--- config.mk ---
export PLATFORM = sky130hd
export DESIGN_NAME = clk_wake_div
export DESIGN_NICKNAME = d
export VERILOG_FILES = /design/src/rtl/clkw_pkg.sv /design/src/rtl/clkw_wake_timer.sv /design/src/rtl/clkw_divider.sv /design/src/rtl/clk_wake_div.sv
export SDC_FILE = /design/constraint.sdc
export NUM_CORES = 1
export LEC_CHECK = 0
export CAP_MARGIN = 20
export CORE_ASPECT_RATIO = 2
export CORE_MARGIN = 8
export CORE_UTILIZATION = 55
export CTS_CLUSTER_SIZE = 10
export DETAILED_ROUTE_END_ITERATION = 12
export PLACE_DENSITY = 0.79
export SLEW_MARGIN = 30
export SYNTH_ARGS = -nofsm -noshare
export SYNTH_HDL_FRONTEND = slang
export SYNTH_SLANG_ARGS = --single-unit
export TNS_END_PERCENT = 5
--- constraint.sdc ---
create_clock -name clk_i -period 7.3 [get_ports clk_i]
set_input_delay 1.095 -clock clk_i [delete_from_list [all_inputs] [get_ports clk_i]]
set_output_delay 1.095 -clock clk_i [all_outputs]
set_load 0.05 [all_outputs]
--- src/rtl/clkw_pkg.sv ---
package clkw_pkg;
  localparam int unsigned SRC_W = 3;
  localparam int unsigned XTAL_MAX_CODE = 2;

  function automatic logic src_is_xtal(input logic [SRC_W-1:0] code);
    return (code <= SRC_W'(XTAL_MAX_CODE));
  endfunction

  function automatic int unsigned max_u(input int unsigned a, input int unsigned b);
    return (a > b) ? a : b;
  endfunction
endpackage

--- src/rtl/clkw_wake_timer.sv ---
module clkw_wake_timer
  import clkw_pkg::*;
#(
  parameter int unsigned XTAL_CYC   = 992,
  parameter int unsigned OTHER_CYC  = 224,
  parameter int unsigned SETTLE_CYC = 16,
  localparam int unsigned LIM_MAX   = max_u(XTAL_CYC, OTHER_CYC) + SETTLE_CYC,
  localparam int unsigned CW        = $clog2(LIM_MAX + 1)
) (
  input  logic             clk_i,
  input  logic             rst_ni,
  input  logic             wake_i,
  input  logic [SRC_W-1:0] src_sel_i,
  output logic             ready_o
);

  logic [CW-1:0] cnt_q;
  logic [CW-1:0] lim_m1;

  always_comb begin
    lim_m1 = src_is_xtal(src_sel_i) ? CW'(XTAL_CYC + SETTLE_CYC - 1)
                                    : CW'(OTHER_CYC + SETTLE_CYC - 1);
  end

  always_ff @(posedge clk_i or negedge rst_ni) begin
    if (!rst_ni) begin
      cnt_q   <= '0;
      ready_o <= 1'b0;
    end else if (wake_i) begin
      cnt_q   <= '0;
      ready_o <= 1'b0;
    end else if (!ready_o) begin
      if (cnt_q == lim_m1) ready_o <= 1'b1;
      else                 cnt_q   <= cnt_q + 1'b1;
    end
  end


  wake_clr_chk: assert property (@(posedge clk_i) disable iff (!rst_ni)
    wake_i |=> !ready_o);


  ready_hold_chk: assert property (@(posedge clk_i) disable iff (!rst_ni)
    (ready_o && !wake_i) |=> ready_o);

endmodule

--- src/rtl/clkw_divider.sv ---
module clkw_divider #(
  parameter  int unsigned NW = 8,
  localparam int unsigned PW = NW + 1
) (
  input  logic          clk_i,
  input  logic          rst_ni,
  input  logic          ready_i,
  input  logic          we_i,
  input  logic [NW-1:0] wdata_i,
  output logic          en_o
);

  logic [NW-1:0] pend_q, act_q, nxt_n;
  logic [PW-1:0] dcnt_q, per_m1;
  logic          term;

  always_comb begin
    per_m1 = (act_q == '0) ? '0 : ({act_q, 1'b0} - 1'b1);
    term   = (dcnt_q == per_m1);
    nxt_n  = we_i ? wdata_i : pend_q;
    en_o   = ready_i && (dcnt_q == '0);
  end

  always_ff @(posedge clk_i or negedge rst_ni) begin
    if (!rst_ni) begin
      pend_q <= '0;
      act_q  <= '0;
      dcnt_q <= '0;
    end else begin
      if (we_i) pend_q <= wdata_i;
      // ratio switches only at a period boundary
      if (!ready_i || term) begin
        dcnt_q <= '0;
        act_q  <= nxt_n;
      end else begin
        dcnt_q <= dcnt_q + 1'b1;
      end
    end
  end


  no_short_period_chk: assert property (@(posedge clk_i) disable iff (!rst_ni)
    (en_o && act_q != '0) |=> !en_o);


  back_to_back_chk: assert property (@(posedge clk_i) disable iff (!rst_ni)
    (en_o && $past(en_o) && $past(ready_i)) |-> ($past(act_q) == '0));


  ratio_hold_chk: assert property (@(posedge clk_i) disable iff (!rst_ni)
    (ready_i && !term) |=> $stable(act_q));

endmodule

--- src/rtl/clk_wake_div.sv ---
module clk_wake_div
  import clkw_pkg::*;
#(
  parameter int unsigned XTAL_CYC   = 992,
  parameter int unsigned OTHER_CYC  = 224,
  parameter int unsigned SETTLE_CYC = 16,
  parameter int unsigned DIV_W      = 8
) (
  input  logic             clk_i,
  input  logic             rst_ni,
  input  logic             wake_i,
  input  logic [2:0]       src_sel_i,
  input  logic             div_we_i,
  input  logic [DIV_W-1:0] div_wdata_i,
  input  logic             lp_we_i,
  input  logic             lp_wdata_i,
  output logic             clk_en_o,
  output logic             ready_o,
  output logic             lp_sel_o
);

  logic ready;

  clkw_wake_timer #(
    .XTAL_CYC  (XTAL_CYC),
    .OTHER_CYC (OTHER_CYC),
    .SETTLE_CYC(SETTLE_CYC)
  ) u_timer (
    .clk_i    (clk_i),
    .rst_ni   (rst_ni),
    .wake_i   (wake_i),
    .src_sel_i(src_sel_i),
    .ready_o  (ready)
  );

  clkw_divider #(.NW(DIV_W)) u_div (
    .clk_i  (clk_i),
    .rst_ni (rst_ni),
    .ready_i(ready),
    .we_i   (div_we_i),
    .wdata_i(div_wdata_i),
    .en_o   (clk_en_o)
  );

  always_ff @(posedge clk_i or negedge rst_ni) begin
    if (!rst_ni)      lp_sel_o <= 1'b0;
    else if (lp_we_i) lp_sel_o <= lp_wdata_i;
  end

  assign ready_o = ready;


  first_en_chk: assert property (@(posedge clk_i) disable iff (!rst_ni)
    $rose(ready_o) |-> clk_en_o);


  lp_hold_chk: assert property (@(posedge clk_i) disable iff (!rst_ni)
    !lp_we_i |=> $stable(lp_sel_o));


  en_gate_chk: assert property (@(posedge clk_i) disable iff (!rst_ni)
    $fell(ready_o) |-> !clk_en_o);

endmodule

==> results of run 1 <==
==> worst min-delay path by stage <==
stage               startpoint  cells after the start         endpoint
6_report       u_div.pend_q[1]                      1  u_div.pend_q[1]
5_1_grt        u_div.pend_q[4]                      1  u_div.pend_q[4]
4_1_cts        u_div.pend_q[1]                      1  u_div.pend_q[1]
3_5_place_dp   u_div.pend_q[1]                      1  u_div.pend_q[1]
3_3_place_gp   u_div.pend_q[2]                      1  u_div.pend_q[2]
2_1_floorplan  u_div.pend_q[0]                      1  u_div.pend_q[0]
==> flip-flops by register name (all words and copies together), names as in the netlist <==
signal and count:
u_div.pend_q 8, lp_sel_o 1, u_timer.ready_o 1, u_div.act_q 8, u_timer.cnt_q 10, u_div.dcnt_q 9
==> critical path, cell delays in order (launching register included) <==
cell	delay (ns)
sky130_fd_sc_hd__dfrtp_1	0.44
sky130_fd_sc_hd__inv_1	0.12
sky130_fd_sc_hd__ha_1	0.15
sky130_fd_sc_hd__nand4_1	0.08
sky130_fd_sc_hd__nor4_1	0.20
sky130_fd_sc_hd__clkdlybuf4s50_1	0.86
==> cells in the final DEF, fill, tap and decap left out, drive strengths merged, types with 3 or more instances in the layout <==
cell type,Yosys,routed
dfrtp,37,37
nor2,25,25
clkdlybuf4s50,0,19
mux2,17,17
nand2,10,10
nand3,10,10
xor2,10,10
xnor2,8,8
nor3,8,8
clkbuf,4,6
inv,5,5
mux2i,5,5
a21oi,5,5
o21ai,4,4
ha,4,4
nor4,3,3
nand2b,3,3
nand4,3,3
==> cells by family (layout without fill, tap and decap cells) <==
family	after synthesis	after routing	share of synthesized area [%]
DFF	37	37	47.8
buffers and inverters	11	34	2.59
muxes	22	22	12.7
xor gates and xnor gates	18	18	8.14
and+or+nand+nor	71	71	17.7
adders and majority gates	4	4	2.59
AOI/OAI and AO/OA	22	22	8.47
==> metal layers <==
metal | part of all wire [%] | vias up | global-route usage [%] | routed length (um)
li1 | - | 688 | - | -
met2 | 57 | 42 | 30.3 | 2330
met3 | 3.8 | 17 | 4.23 | 155
met1 | 35 | 753 | 13.1 | 1430
met5 | 0 | - | 0 | 0
met4 | 4.8 | 0 | 10.3 | 196
==> power groups by stage <==
stage | Combinational, mW | Sequential (mW) | Clock, mW
finish | 0.0520 | 0.226 | 0.175
global route | 0.0584 | 0.228 | 0.185
CTS | 0.0527 | 0.226 | 0.179
detailed placement | 0.0526 | 0.230 | 0
global placement | 0.0504 | 0.229 | 0
floorplan | 0.0312 | 0.229 | 0
==> layout make-up <==
type | count | area, um^2
multi-input cells | 137 | 960
repair buffers | 21 | 209
inverters | 5 | 18.8
fillers | 263 | 1110
well taps | 32 | 40.0
clock buffers | 6 | 72.6
flip-flops and latches | 37 | 926
clock inverters | 2 | 38.8
==> metrics list, run 1 <==
- Run status: finished, final reports clean
* Util after Layout: 67.0%
- Setup violations remaining at the end of the flow were counted as 0.
- Netlist cell types: 38
- Of the available clock period, the critical path in the final layout requires 44.5%.
- The clock reaches the later pin of the worst-skew pair after 0.30 ns.
* Critical Path Sink Type: output pin
- Remaining global-route overflow: 0
* Share of cells above drive strength 1: 14.4%
* Sequential cell fraction of total power: 50.0%
- The endpoint identified for the worst register-to-register timing path is u_div.act_q[1].
* Commonest cells in the netlist: sky130_fd_sc_hd__dfrtp_1 (37), sky130_fd_sc_hd__nor2_1 (25), sky130_fd_sc_hd__mux2_2 (16)
- The final hold violation count came to 0.
* Post-CTS setup repair buffer count: 0
* Static leakage power: 0.940 nW
* P_sw: 0.108 mW
- Entering global routing, the biggest net connects 38 pins.
* Iteration-0 DRC count of the detailed router: 42
* Post-route antenna net violation count: 0
- In this run the clock root is driven by a sky130_fd_sc_hd__clkbuf_8.
* CP Data Arrival Time: 2.15 ns
* 1st-pass router iterations: 4
- Between clock sinks in the finished design, the worst skew comes to 0.0130 ns.
- In the final routed layout, each cell accounts on average for 17.1 um.
* IR drop worst, VDD: 0.206 mV
- Total instance count after detailed placement: 231
- The number of global-route vias before repair is 1,623.
- Vias after detailed routing: 1,500
* Number of buffers between clock root and the deepest sink: 2
- Power after layout: 0.453 mW
- Biggest fanout along the worst timing path: 5
- The most critical setup path has its startpoint at u_div.dcnt_q[0].
* CTS tree: built
* Routability-driven placement congestion ratio: 0.877
- Of the synthesized area, sequential elements account for 47.8%.
- The share of synthesized area in the top cell type comes to 47.8%.
- The die is 58.0 um wide.
- Global routing consumed, over all layers together, 15.8% of the routing resources.
* # clock sinks: 37
- Share of power burned in the clock network: 38.6%
- TritonCTS created 5 clock buffers.
- Leading cell type by number of instances after synthesis: sky130_fd_sc_hd__dfrtp_1
- 0 antenna diodes ended up in the layout.
- Timing analysis after detailed placement gives a worst setup slack of 3.98 ns.
- Max-slew headroom: 55.5%
* Worst setup endpoint: clk_en_o
- Count of flip-flops with a built-in enable after synthesis: 0
- Number of cells on the worst reg-to-reg path: 9
- The worst setup path is launched from a flop.
- Initial antenna violation count: 0
- Beginning of the worst register-to-register path: u_div.act_q[0]
- Buffers inserted to repair hold after CTS numbered 0.
- Detailed placement ended at an HPWL of 3080 um.
- The floorplan step defined a core boundary enclosing 3380 um^2.
- Internal power component: 0.345 mW
- Leaving out filler cells and counting taps, the final layout contains 240.
* R2r setup slk: 4.24 ns
- Per report_power, the combinational group accounts for 11.5% of the total.
* Overall die height: 99.9 um
* Critical Path RT: 6.20 ns
- Hold crit path type: reg2reg
* Area enclosed by the die boundary: 5790 um^2
* IO Count: 20
* Final WL: 4110 um
* Post-detailed-route via-to-cell ratio: 6.25
- Net total in the final layout: 228
* Number of cells produced by synthesis: 185
- For this run, asynchronously set or reset flops after synthesis account for 100%.
- Total standard cell area after synthesis: 1940 um^2
- Maximum clock frequency: 308 MHz
- After clock tree synthesis, the repair step resized 0 gates.
- Ratio of total power to cell area: 200 nW/um^2
- Starting density of the core: 57.3%
- Post-synth net total: 206
- Post-Route Hold Slack: 0.494 ns
- The H-tree was split into 2 levels.
- Max-capacitance violation count: 0
* Flip-flop and latch count after synthesis: 37
* Slew Limit Fails: 0
* Setup TNS: 0 ns
- The first global-routing pass estimated 7090 um of wire.
- After synthesis, the mean cell area works out to 10.5 um^2.
- Worst Max-Slew Pin Slew: 0.661 ns
* Count of standard-cell rows: 30
* Worst setup slack after layout: 4.05 ns
* Total non-filler cell area in the finished layout: 2260 um^2
- Once placement finished, the instance area stood at 2140 um^2.
- Of the total power, the share spent switching nets is 23.8%.
* Top_reg_cell synth: sky130_fd_sc_hd__dfrtp_1
* Library cell occupying the most area in the post-synthesis netlist: sky130_fd_sc_hd__dfrtp_1
- From synthesis to final layout, the design area changed by 17.0%.
* IO buf count: 19
* Type of the worst setup path: reg2out
- Number of warnings reported in the yosys synthesis log: 0
* Synth top area cells: sky130_fd_sc_hd__dfrtp_1 (48%), sky130_fd_sc_hd__mux2_2 (9.3%), sky130_fd_sc_hd__nor2_1 (4.8%), sky130_fd_sc_hd__xor2_1 (4.5%), sky130_fd_sc_hd__xnor2_1 (3.6%)
* Remaining design rule violation count: 0
- Final critical path time including I/O delays and setup: 3.25 ns
- Unrepaired setup endpoints after global routing: no
- After clock tree synthesis, the clock-pin slew on the worst setup and hold paths is 0.08 ns.
No activity file was read; power rests on OpenSTA's default activity.
==> run 2, diff against run 1 <==
==> constraint.sdc (replaced) <==
create_clock -name clk_i -period 3 [get_ports clk_i]
set_input_delay 0.45 -clock clk_i [delete_from_list [all_inputs] [get_ports clk_i]]
set_output_delay 0.45 -clock clk_i [all_outputs]
set_load 0.05 [all_outputs]
==> run 2 against run 1 <==
Net effect:
- cell count increased by 0.42%
- combinational power rose to 2.5 times the previous value
- setup slack got worse by 3.9 ns
- critical endpoint is now u_div.act_q[4]
==> metrics list, run 2 (same netlist as run 1, synthesis figures left out) <==
- Run status: finished, final reports clean (unchanged)
- Clock H-tree levels: 2 (unchanged)
- Max reg flops: 10 (unchanged)
- CTS tree: built (unchanged)
- Final critical path time including I/O delays and setup: 2.85 ns
- The cell area after placement is 2160 um^2 (was 2140 um^2).
- The standard-cell row count is 30 (unchanged).
- CP delay by family, top: compound AO/OA/AOI/OAI gates (was buffers and inverters)
- The clock latency at the later pin of the worst-skew pair is 0.29 ns (was 0.30 ns).
- The synthesis-to-finish area growth came to 17.6% (was 17.0%).
* Peak per-stage delay on the critical path: 0.49 ns (was 0.86 ns)
- Static leakage power: 0.946 nW (was 0.940 nW)
- The post-route DRC violation count was 0 (unchanged).
* Beginning of the worst register-to-register path: u_div.act_q[0] (unchanged)
- Overall die height: 99.9 um (unchanged)
- The clock sink total is 37 (unchanged).
- Register ranked first by flip-flop count: u_timer.cnt_q (unchanged)
* 1st-pass router iterations: 4 (unchanged)
- The number of routed nets with antenna violations is 0 (unchanged).
- IO buf count: 19 (unchanged)
- Worst path depth: 9 (was 5)
* IO Count: 20 (unchanged)
- The number of antenna violations at the first check in global routing was 0 (unchanged).
* Clock root buffer: sky130_fd_sc_hd__clkbuf_8 (unchanged)
* Capture point of the worst reg-to-reg path: u_div.act_q[4] (was u_div.act_q[1])
- Largest registers in the final layout: u_timer.cnt_q x10, u_div.dcnt_q x9 (unchanged)
* Final setup viols: 0 (unchanged)
* Number of hold violations in the final report: 0 (unchanged)
- The final-stage net count came to 229 (was 228).
- The maximum buffer depth of the clock tree was 2 (unchanged).
- The number of buffers and inverters on the critical path was 2 (unchanged).
* Number of antenna diodes: 0 (unchanged)
* Worst setup endpoint: u_div.act_q[4] (was clk_en_o)
- Ratio of total power to cell area: 486 nW/um^2 (was 200 nW/um^2)
- Worst setup slack after layout: 0.151 ns (was 4.05 ns)
* Launching element type of the critical path: flop (unchanged)
- The number of standard cells in the final layout excluding fillers is 241 (was 240).
- The transition at the pin with the smallest max-transition slack is 0.639 ns (was 0.661 ns).
- The number of global-route vias before repair came to 1,603 (was 1,623).
- Type of the worst setup path: reg2reg (was reg2out)
- IR drop worst, VDD: 0.321 mV (was 0.206 mV)
* Number of cells on the worst reg-to-reg path: 9 (unchanged)
- Starting density of the core: 57.3% (unchanged)
- The half-perimeter wire length after placement came to 3160 um (was 3080 um).
- Hold crit path type: reg2reg (unchanged)
* Worst path cell trace: inv_1 > ha_1 > or3b_2 > o311ai_1 > a21o_1 > nand2_1 > o41ai_4 > buf_6 > mux2_2 (was inv_1 > ha_1 > nand4_1 > nor4_1 > clkdlybuf4s50_1)
- The number of buffers created by CTS was 5 (unchanged).
* Total non-filler cell area in the finished layout: 2280 um^2 (was 2260 um^2)
- CP Launch Point: u_div.act_q[0] (was u_div.dcnt_q[0])
- Post-Place Setup Slack: 0.146 ns (was 3.98 ns)
- Vias after detailed routing: 1,477 (was 1,500)
* Number of fill cells: 279 (was 263)
- Routability-driven placement congestion ratio: 0.935 (was 0.877)
* Final WL: 4260 um (was 4110 um)
- Overall Global Routing Usage: 16.0% (was 15.8%)
- The final critical path takes up 95.0% of the cycle.
- Critical Path RT: 3.18 ns (was 6.20 ns)
- The endpoint class of the critical path was a flop (was output pin).
* Clock input transition at the sequential cells of the worst setup and hold paths: 0.07 ns (was 0.08 ns)
- Unrepaired setup endpoints after global routing: no (unchanged)
- The setup total negative slack is 0 ns (unchanged).
* Iteration-0 DRC count of the detailed router: 36 (was 42)
- Biggest fanout along the worst timing path: 17 (was 5)
- The worst clock skew on the final layout came to 0.00737 ns (was 0.0130 ns).
* Max-capacitance violation count: 0 (unchanged)
* Post-CTS setup repair buffer count: 0 (unchanged)
- R2r setup slk: 0.15 ns (was 4.24 ns)
- Maximum number of pins on one net before global-route repair: 38 (unchanged)
- Based on the critical path, the design can be clocked at up to 351 MHz.
- CP Data Arrival Time: 3.02 ns (was 2.15 ns)
* Cell at the slowest stage of the critical path: sky130_fd_sc_hd__or3b_2 (was sky130_fd_sc_hd__clkdlybuf4s50_1)
- Die Wd: 58.0 um (unchanged)
* Avg WL per Cell: 17.7 um (was 17.1 um)
* Post-detailed-route via-to-cell ratio: 6.13 (was 6.25)
* Share of cells above drive strength 1: 15.3% (was 14.4%)
* Commonest cells after routing, fill and taps aside: sky130_fd_sc_hd__dfrtp_1 (37), sky130_fd_sc_hd__nor2_1 (25), sky130_fd_sc_hd__clkdlybuf4s50_1 (19) (unchanged)
- The core region area is 3380 um^2 (unchanged).
- The floorplan die area is 5790 um^2 (unchanged).
* Most common cell after layout, fill and taps aside: sky130_fd_sc_hd__dfrtp_1 (unchanged)
- The overall power was 1.11 mW (was 0.453 mW).
- Max-slew headroom: 57.0% (was 55.5%)
* First-pass GRT wire length: 7140 um (was 7090 um)
- Cell count of the worst hold path: 1 (unchanged)
* Remaining global-route overflow: 0 (unchanged)
* Slew Limit Fails: 0 (unchanged)
- The instance count after placement with tap cells included was 233 (was 231).
run 2: cell types whose count changed in the layout (fill, tap and decap cells not counted):
cell | before | now
sky130_fd_sc_hd__buf_4 | 1 | 2
sky130_fd_sc_hd__nor3b_1 | 1 | 0
sky130_fd_sc_hd__nor3b_2 | 0 | 1
run 2: what timing repair did:
item / in CTS / in global routing
setup endpoints to repair: 0 / 8
gates resized for setup: 0 / 2
hold buffers: 0 / 0
run 2: area by class of cell:
type | instances | area, um^2 | area share [%]
Multi-Input combinational cell | 137 | 965 | 42.4
Clock inverter | 2 | 38.8 | 1.70
Inverter | 5 | 18.8 | 0.824
Tap cell | 32 | 40.0 | 1.76
Timing Repair Buffer | 22 | 216 | 9.51
Sequential cell | 37 | 926 | 40.7
Clock buffer | 6 | 72.6 | 3.19
run 2: how the worst min path moves through the flow:
stage / end / slack (ns) / startpoint
2_1_floorplan: lp_sel_o / 0.15 / rst_ni
3_3_place_gp: u_div.pend_q[2] / 0.48 / u_div.pend_q[2]
3_5_place_dp: u_div.pend_q[7] / 0.49 / u_div.pend_q[7]
4_1_cts: u_div.pend_q[7] / 0.51 / u_div.pend_q[7]
5_1_grt: u_div.pend_q[6] / 0.52 / u_div.pend_q[6]
6_report: u_div.pend_q[6] / 0.51 / u_div.pend_q[6]
run 2: per-stage QoR:
| stage | util (%) | hold WS [ns] |
|---|---|---|
| floorplan | - | 0.154 |
| global placement | 63.9 | 0.478 |
| detailed placement | 63.9 | 0.494 |
| CTS | 67.1 | 0.512 |
| global route | 67.4 | 0.524 |
| finish | 67.4 | 0.507 |
run 2: per-layer routing:
metal / vias to the layer above / global-route usage [%] / wire [um]
met4: 0 / 11.2 / 190
met5: - / 0 / 0
li1: 694 / - / -
met1: 724 / 14.2 / 1480
met2: 43 / 29.8 / 2440
met3: 16 / 3.85 / 153
run 2: worst reg2reg max path: stages (launching register included):
cell                       delay, ns
sky130_fd_sc_hd__dfrtp_1        0.43
sky130_fd_sc_hd__inv_1          0.10
sky130_fd_sc_hd__ha_1           0.22
sky130_fd_sc_hd__or3b_2         0.49
sky130_fd_sc_hd__o311ai_1       0.27
sky130_fd_sc_hd__a21o_1         0.16
sky130_fd_sc_hd__nand2_1        0.09
sky130_fd_sc_hd__o41ai_4        0.38
sky130_fd_sc_hd__buf_6          0.23
sky130_fd_sc_hd__mux2_2         0.36
run 2: report_power, final:
group / total, mW / leakage, nW / switching [mW] / internal [mW]
logic: 0.130 / 0.415 / 0.0633 / 0.0670
registers: 0.553 / 0.476 / 0.0283 / 0.525
clock network: 0.425 / 0.0554 / 0.175 / 0.249
==> run 3, diff against run 2 <==
--- a/config.mk
+++ b/config.mk
@@ -11,9 +11,10 @@
 export CORE_UTILIZATION = 55
 export CTS_CLUSTER_SIZE = 10
 export DETAILED_ROUTE_END_ITERATION = 12
-export PLACE_DENSITY = 0.79
+export PLACE_DENSITY = 0.78
 export SLEW_MARGIN = 30
 export SYNTH_ARGS = -nofsm -noshare
 export SYNTH_HDL_FRONTEND = slang
+export SYNTH_HIERARCHICAL = 1
 export SYNTH_SLANG_ARGS = --single-unit
 export TNS_END_PERCENT = 5
==> run 3 against run 2 <==
Net effect:
- sequential cell count stayed put
- first-iteration DRC count is 19% higher
- area after synthesis is 7.4% higher
- sequential share of layout area is 2.1 points lower
- clock power is 17% lower
- non-clock buffer count stayed put
- register-to-register slack better by 0.10 ns
- core utilization is 0.91 points lower
- critical path type unchanged
- largest power group unchanged
- highest routed layer unchanged
==> metrics list, run 3 <==
- Run status: finished, final reports clean (unchanged).
- Clock root buffer: sky130_fd_sc_hd__clkbuf_8 (unchanged)
- Number of hold-repair buffers added at the cts stage: 0 (unchanged)
* Overall Global Routing Usage: 16.6% (was 16.0%)
- The worst clock skew on the final layout is 0.00788 ns (was 0.00737 ns).
* Ratio of total power to cell area: 450 nW/um^2 (was 486 nW/um^2)
* Remaining global-route overflow: 0 (unchanged)
- The per-cell routed wire length is 16.3 um (was 17.7 um).
- The area share of the largest cell type after synthesis came to 44.5% (was 47.8%).
- Clock H-tree levels: 2 (unchanged)
- The largest driver fanout on the critical path was 11 (was 17).
- Number of antenna diodes: 0 (unchanged)
- The clock latency at the later pin of the worst-skew pair came to 0.29 ns (about the same).
* Share of synthesized cell area in full adder, half adder and majority cells: 2.41% (was 2.59%)
* Compound-cell area share of the yosys netlist: 9.81% (was 8.47%)
- The main combinational cell family by area after synthesis is simple AND/OR/NAND/NOR gates (unchanged).
- Post-detailed-route via-to-cell ratio: 5.70 (was 6.13)
- Synth top area cells: sky130_fd_sc_hd__dfrtp_1 (45%), sky130_fd_sc_hd__mux2_2 (8.1%), sky130_fd_sc_hd__xor2_1 (5.1%), sky130_fd_sc_hd__nor2_1 (4.3%), sky130_fd_sc_hd__xnor2_1 (3.8%) (was sky130_fd_sc_hd__dfrtp_1 (48%), sky130_fd_sc_hd__mux2_2 (9.3%), sky130_fd_sc_hd__nor2_1 (4.8%), sky130_fd_sc_hd__xor2_1 (4.5%), sky130_fd_sc_hd__xnor2_1 (3.6%)).
- Max-slew headroom: 66.1% (was 57.0%)
- Overall die height: 103 um (was 99.9 um)
- The setup total negative slack came to 0 ns (unchanged).
* Total standard cell area after synthesis: 2080 um^2 (was 1940 um^2)
- CTS tree: built (unchanged)
* Layout overhead on the synthesized area: 15.3% (was 17.6%)
* Remaining design rule violation count: 0 (unchanged)
- The final routed wirelength across all metal layers is 4400 um (was 4260 um).
* Net total in the final layout: 240 (was 229)
- Num CTS Buffers: 5 (unchanged)
* Unrepaired setup endpoints after global routing: no (unchanged)
- Clock input transition at the sequential cells of the worst setup and hold paths: 0.08 ns (was 0.07 ns)
- The number of routed nets with antenna violations is 0 (unchanged).
* Count of standard-cell rows: 31 (was 30)
- The number of flip-flops and latches in the synthesized netlist was 37 (unchanged).
- Hold crit path type: reg2reg (unchanged)
- The instance count after placement with tap cells included is 261 (was 233).
- The most frequently used flop master after synthesis was sky130_fd_sc_hd__dfrtp_1 (unchanged).
* Commonest cells in the netlist: sky130_fd_sc_hd__dfrtp_1 (37), sky130_fd_sc_hd__nor2_1 (24), sky130_fd_sc_hd__mux2_2 (15) (was sky130_fd_sc_hd__dfrtp_1 (37), sky130_fd_sc_hd__nor2_1 (25), sky130_fd_sc_hd__mux2_2 (16))
- Cell at the slowest stage of the critical path: sky130_fd_sc_hd__dfrtp_1 (was sky130_fd_sc_hd__or3b_2)
- The fraction of final layout cells sized beyond drive strength 1 is 19.1% (was 15.3%).
- The number of standard cells in the final layout excluding fillers was 269 (was 241).
- Dpl hpwl: 3400 um (was 3160 um)
* Basic-gate share of the synthesized area counting and, or, nand and nor cells: 19.1% (was 17.7%)
- Cell with the most instances on the worst path: sky130_fd_sc_hd__inv_1
- The final weighted congestion in routability-driven placement came to 0.884 (was 0.935).
- Maximum clock frequency: 364 MHz (was 351 MHz)
- Max reg flops: 10 (unchanged)
- Most common cell after layout, fill and taps aside: sky130_fd_sc_hd__dfrtp_1 (unchanged)
- Max-capacitance violation count: 0 (unchanged)
- Starting density of the core: 57.6% (was 57.3%)
- Sequential area share after synthesis: 44.5% (was 47.8%)
- Post-CTS setup repair buffer count: 0 (unchanged)
- The vias after detailed routing came to 1,533 (was 1,477).
* XOR/XNOR share of the synthesized area: 8.84% (was 8.14%)
* Leading cell type by number of instances after synthesis: sky130_fd_sc_hd__dfrtp_1 (unchanged)
* Final setup viols: 0 (unchanged)
- IO buf count: 19 (unchanged)
* Die Wd: 59.5 um (was 58.0 um)
* Post-synth ARST share: 100% (unchanged)
- Library cell occupying the most area in the post-synthesis netlist: sky130_fd_sc_hd__dfrtp_1 (unchanged)
- Synthesized area divided by synthesized cell count: 10.6 um^2 (was 10.5 um^2)
- The number of ports placed on the die boundary was 20 (unchanged).
- Largest registers in the final layout: u_timer/cnt_q x10, u_div/dcnt_q x9 (was u_timer.cnt_q x10, u_div.dcnt_q x9)
* Final critical path time including I/O delays and setup: 2.75 ns (was 2.85 ns)
- The final period utilization is 91.6% (was 95.0%).
* Launching element type of the critical path: flop (unchanged)
* Register ranked first by flip-flop count: u_timer/cnt_q (was u_timer.cnt_q)
- The net count after synthesis is 217 (was 206).
- The count of pins over their slew limit was 0 (unchanged).
* 1st-pass router iterations: 4 (unchanged)
- Multiplexer area fraction after synthesis: 11.0% (was 12.7%)
- The maximum buffer depth of the clock tree is 2 (unchanged).
* Area of the core region: 3610 um^2 (was 3380 um^2)
- The number of global-route vias before repair came to 1,712 (was 1,603).
- The final hold violation count is 0 (unchanged).
- The endpoint class of the critical path is a flop (unchanged).
* First-pass GRT wire length: 7880 um (was 7140 um)
- Peak per-stage delay on the critical path: 0.41 ns (was 0.49 ns)
- Post-Route Hold Slack: 0.512 ns (was 0.507 ns)
- Commonest cells after routing, fill and taps aside: sky130_fd_sc_hd__dfrtp_1 (37), sky130_fd_sc_hd__nor2_1 (24), sky130_fd_sc_hd__clkdlybuf4s50_1 (19) (was sky130_fd_sc_hd__dfrtp_1 (37), sky130_fd_sc_hd__nor2_1 (25), sky130_fd_sc_hd__clkdlybuf4s50_1 (19)).
- The clock sink total is 37 (unchanged).
* Worst Max-Slew Pin Slew: 0.507 ns (was 0.639 ns)
- The number of warnings reported in the yosys synthesis log came to 6 (was 0).
* Maximum number of pins on one net before global-route repair: 38 (unchanged)
- The quantity of gates resized following cts came to 0 (unchanged).
* Static leakage power: 0.986 nW (was 0.946 nW)
* Initial antenna violation count: 0 (unchanged)
* Critical Path RT: 3.18 ns (about the same)
* Number of cells produced by synthesis: 196 (was 185)
* CP Data Arrival Time: 2.93 ns (was 3.02 ns)
- Worst path cell trace: inv_1 > ha_1 > inv_1 > or3_2 > a21oi_1 > xor2_1 > o2111ai_1 > o41ai_4 > buf_6 > mux2_2 (was inv_1 > ha_1 > or3b_2 > o311ai_1 > a21o_1 > nand2_1 > o41ai_4 > buf_6 > mux2_2).
- IR drop worst, VDD: 0.352 mV (was 0.321 mV)
- The number of enable flip-flop cells after synthesis was 0 (unchanged).
- Iteration-0 DRC count of the detailed router: 43 (was 36)
- Netlist cell types: 47 (was 38)
- The startpoint-to-endpoint class of the critical path is reg2reg (unchanged).
- The floorplan die area is 6120 um^2 (was 5790 um^2).
-- run 3: cell families after synthesis --
| family | after synthesis |
|---|---|
| simple gates | 72 |
| flops | 37 |
| compound gates | 26 |
| xor+xnor | 21 |
| mux | 19 |
| buf+inv | 17 |
| fa+ha+maj | 4 |
-- run 3: final timing paths --
path                           startpoint              end  slack, ns  depth (start not counted)
min reg2reg                      lp_sel_o         lp_sel_o       0.51                          1
max in group asynchronous          rst_ni  u_div/dcnt_q[7]       2.08                          2
max                        u_div/act_q[0]   u_div/act_q[4]       0.25                         10
max reg2reg                u_div/act_q[0]   u_div/act_q[4]       0.25                         10
min                              lp_sel_o         lp_sel_o       0.51                          1
min in group asynchronous          rst_ni  u_div/pend_q[1]       0.58                          2
-- run 3: stage by stage --
| stage | power, mW | cell area [um^2] | util (%) | worst slack, ns |
|---|---|---|---|---|
| 6_report | 1.08 | 2400 | 66.5 | 0.251 |
| 5_1_grt | 1.13 | 2400 | 66.5 | 0.0184 |
| 4_1_cts | 1.09 | 2390 | 66.4 | 0.209 |
| 3_5_place_dp | 0.740 | 2300 | 63.9 | 0.215 |
| 3_3_place_gp | 0.728 | 2300 | 63.9 | 0.285 |
| 2_1_floorplan | 0.681 | 2080 | - | 0.236 |
-- run 3: cell type report --
| type | count | area [um^2] |
|---|---|---|
| multi-input cells | 142 | 1060 |
| well taps | 49 | 61.3 |
| fillers | 288 | 1210 |
| clock buffers | 5 | 68.8 |
| flip-flops and latches | 37 | 926 |
| inverters | 11 | 41.3 |
| clock inverters | 3 | 21.3 |
| repair buffers | 22 | 216 |
-- run 3: power breakdown --
| group | total (mW) | internal (mW) | switching, mW |
|---|---|---|---|
| combinational | 0.167 | 0.0854 | 0.0817 |
| clock | 0.352 | 0.165 | 0.187 |
| sequential | 0.561 | 0.530 | 0.0313 |
| total | 1.08 | 0.780 | 0.300 |
-- run 3: critical path, delay by kind of cell (launching register included) --
| family | cells | cell delay, ns |
|---|---|---|
| adder cells (fa/ha/maj) | 1 | 0.25 |
| flip-flops | 1 | 0.41 |
| AND/OR/NAND/NOR | 1 | 0.41 |
| XOR/XNOR | 1 | 0.16 |
| AO/OA/AOI/OAI | 3 | 0.67 |
| multiplexers | 1 | 0.34 |
| buffers and inverters | 3 | 0.40 |
-- run 3: routing by layer --
| layer | track usage, % | up-vias | share of wire, % |
|---|---|---|---|
| met5 | 0 | - | 0 |
| met4 | 7.24 | 0 | 2.1 |
| met1 | 17.7 | 752 | 38 |
| li1 | - | 735 | - |
| met3 | 3.25 | 12 | 2.7 |
| met2 | 30.1 | 34 | 57 |
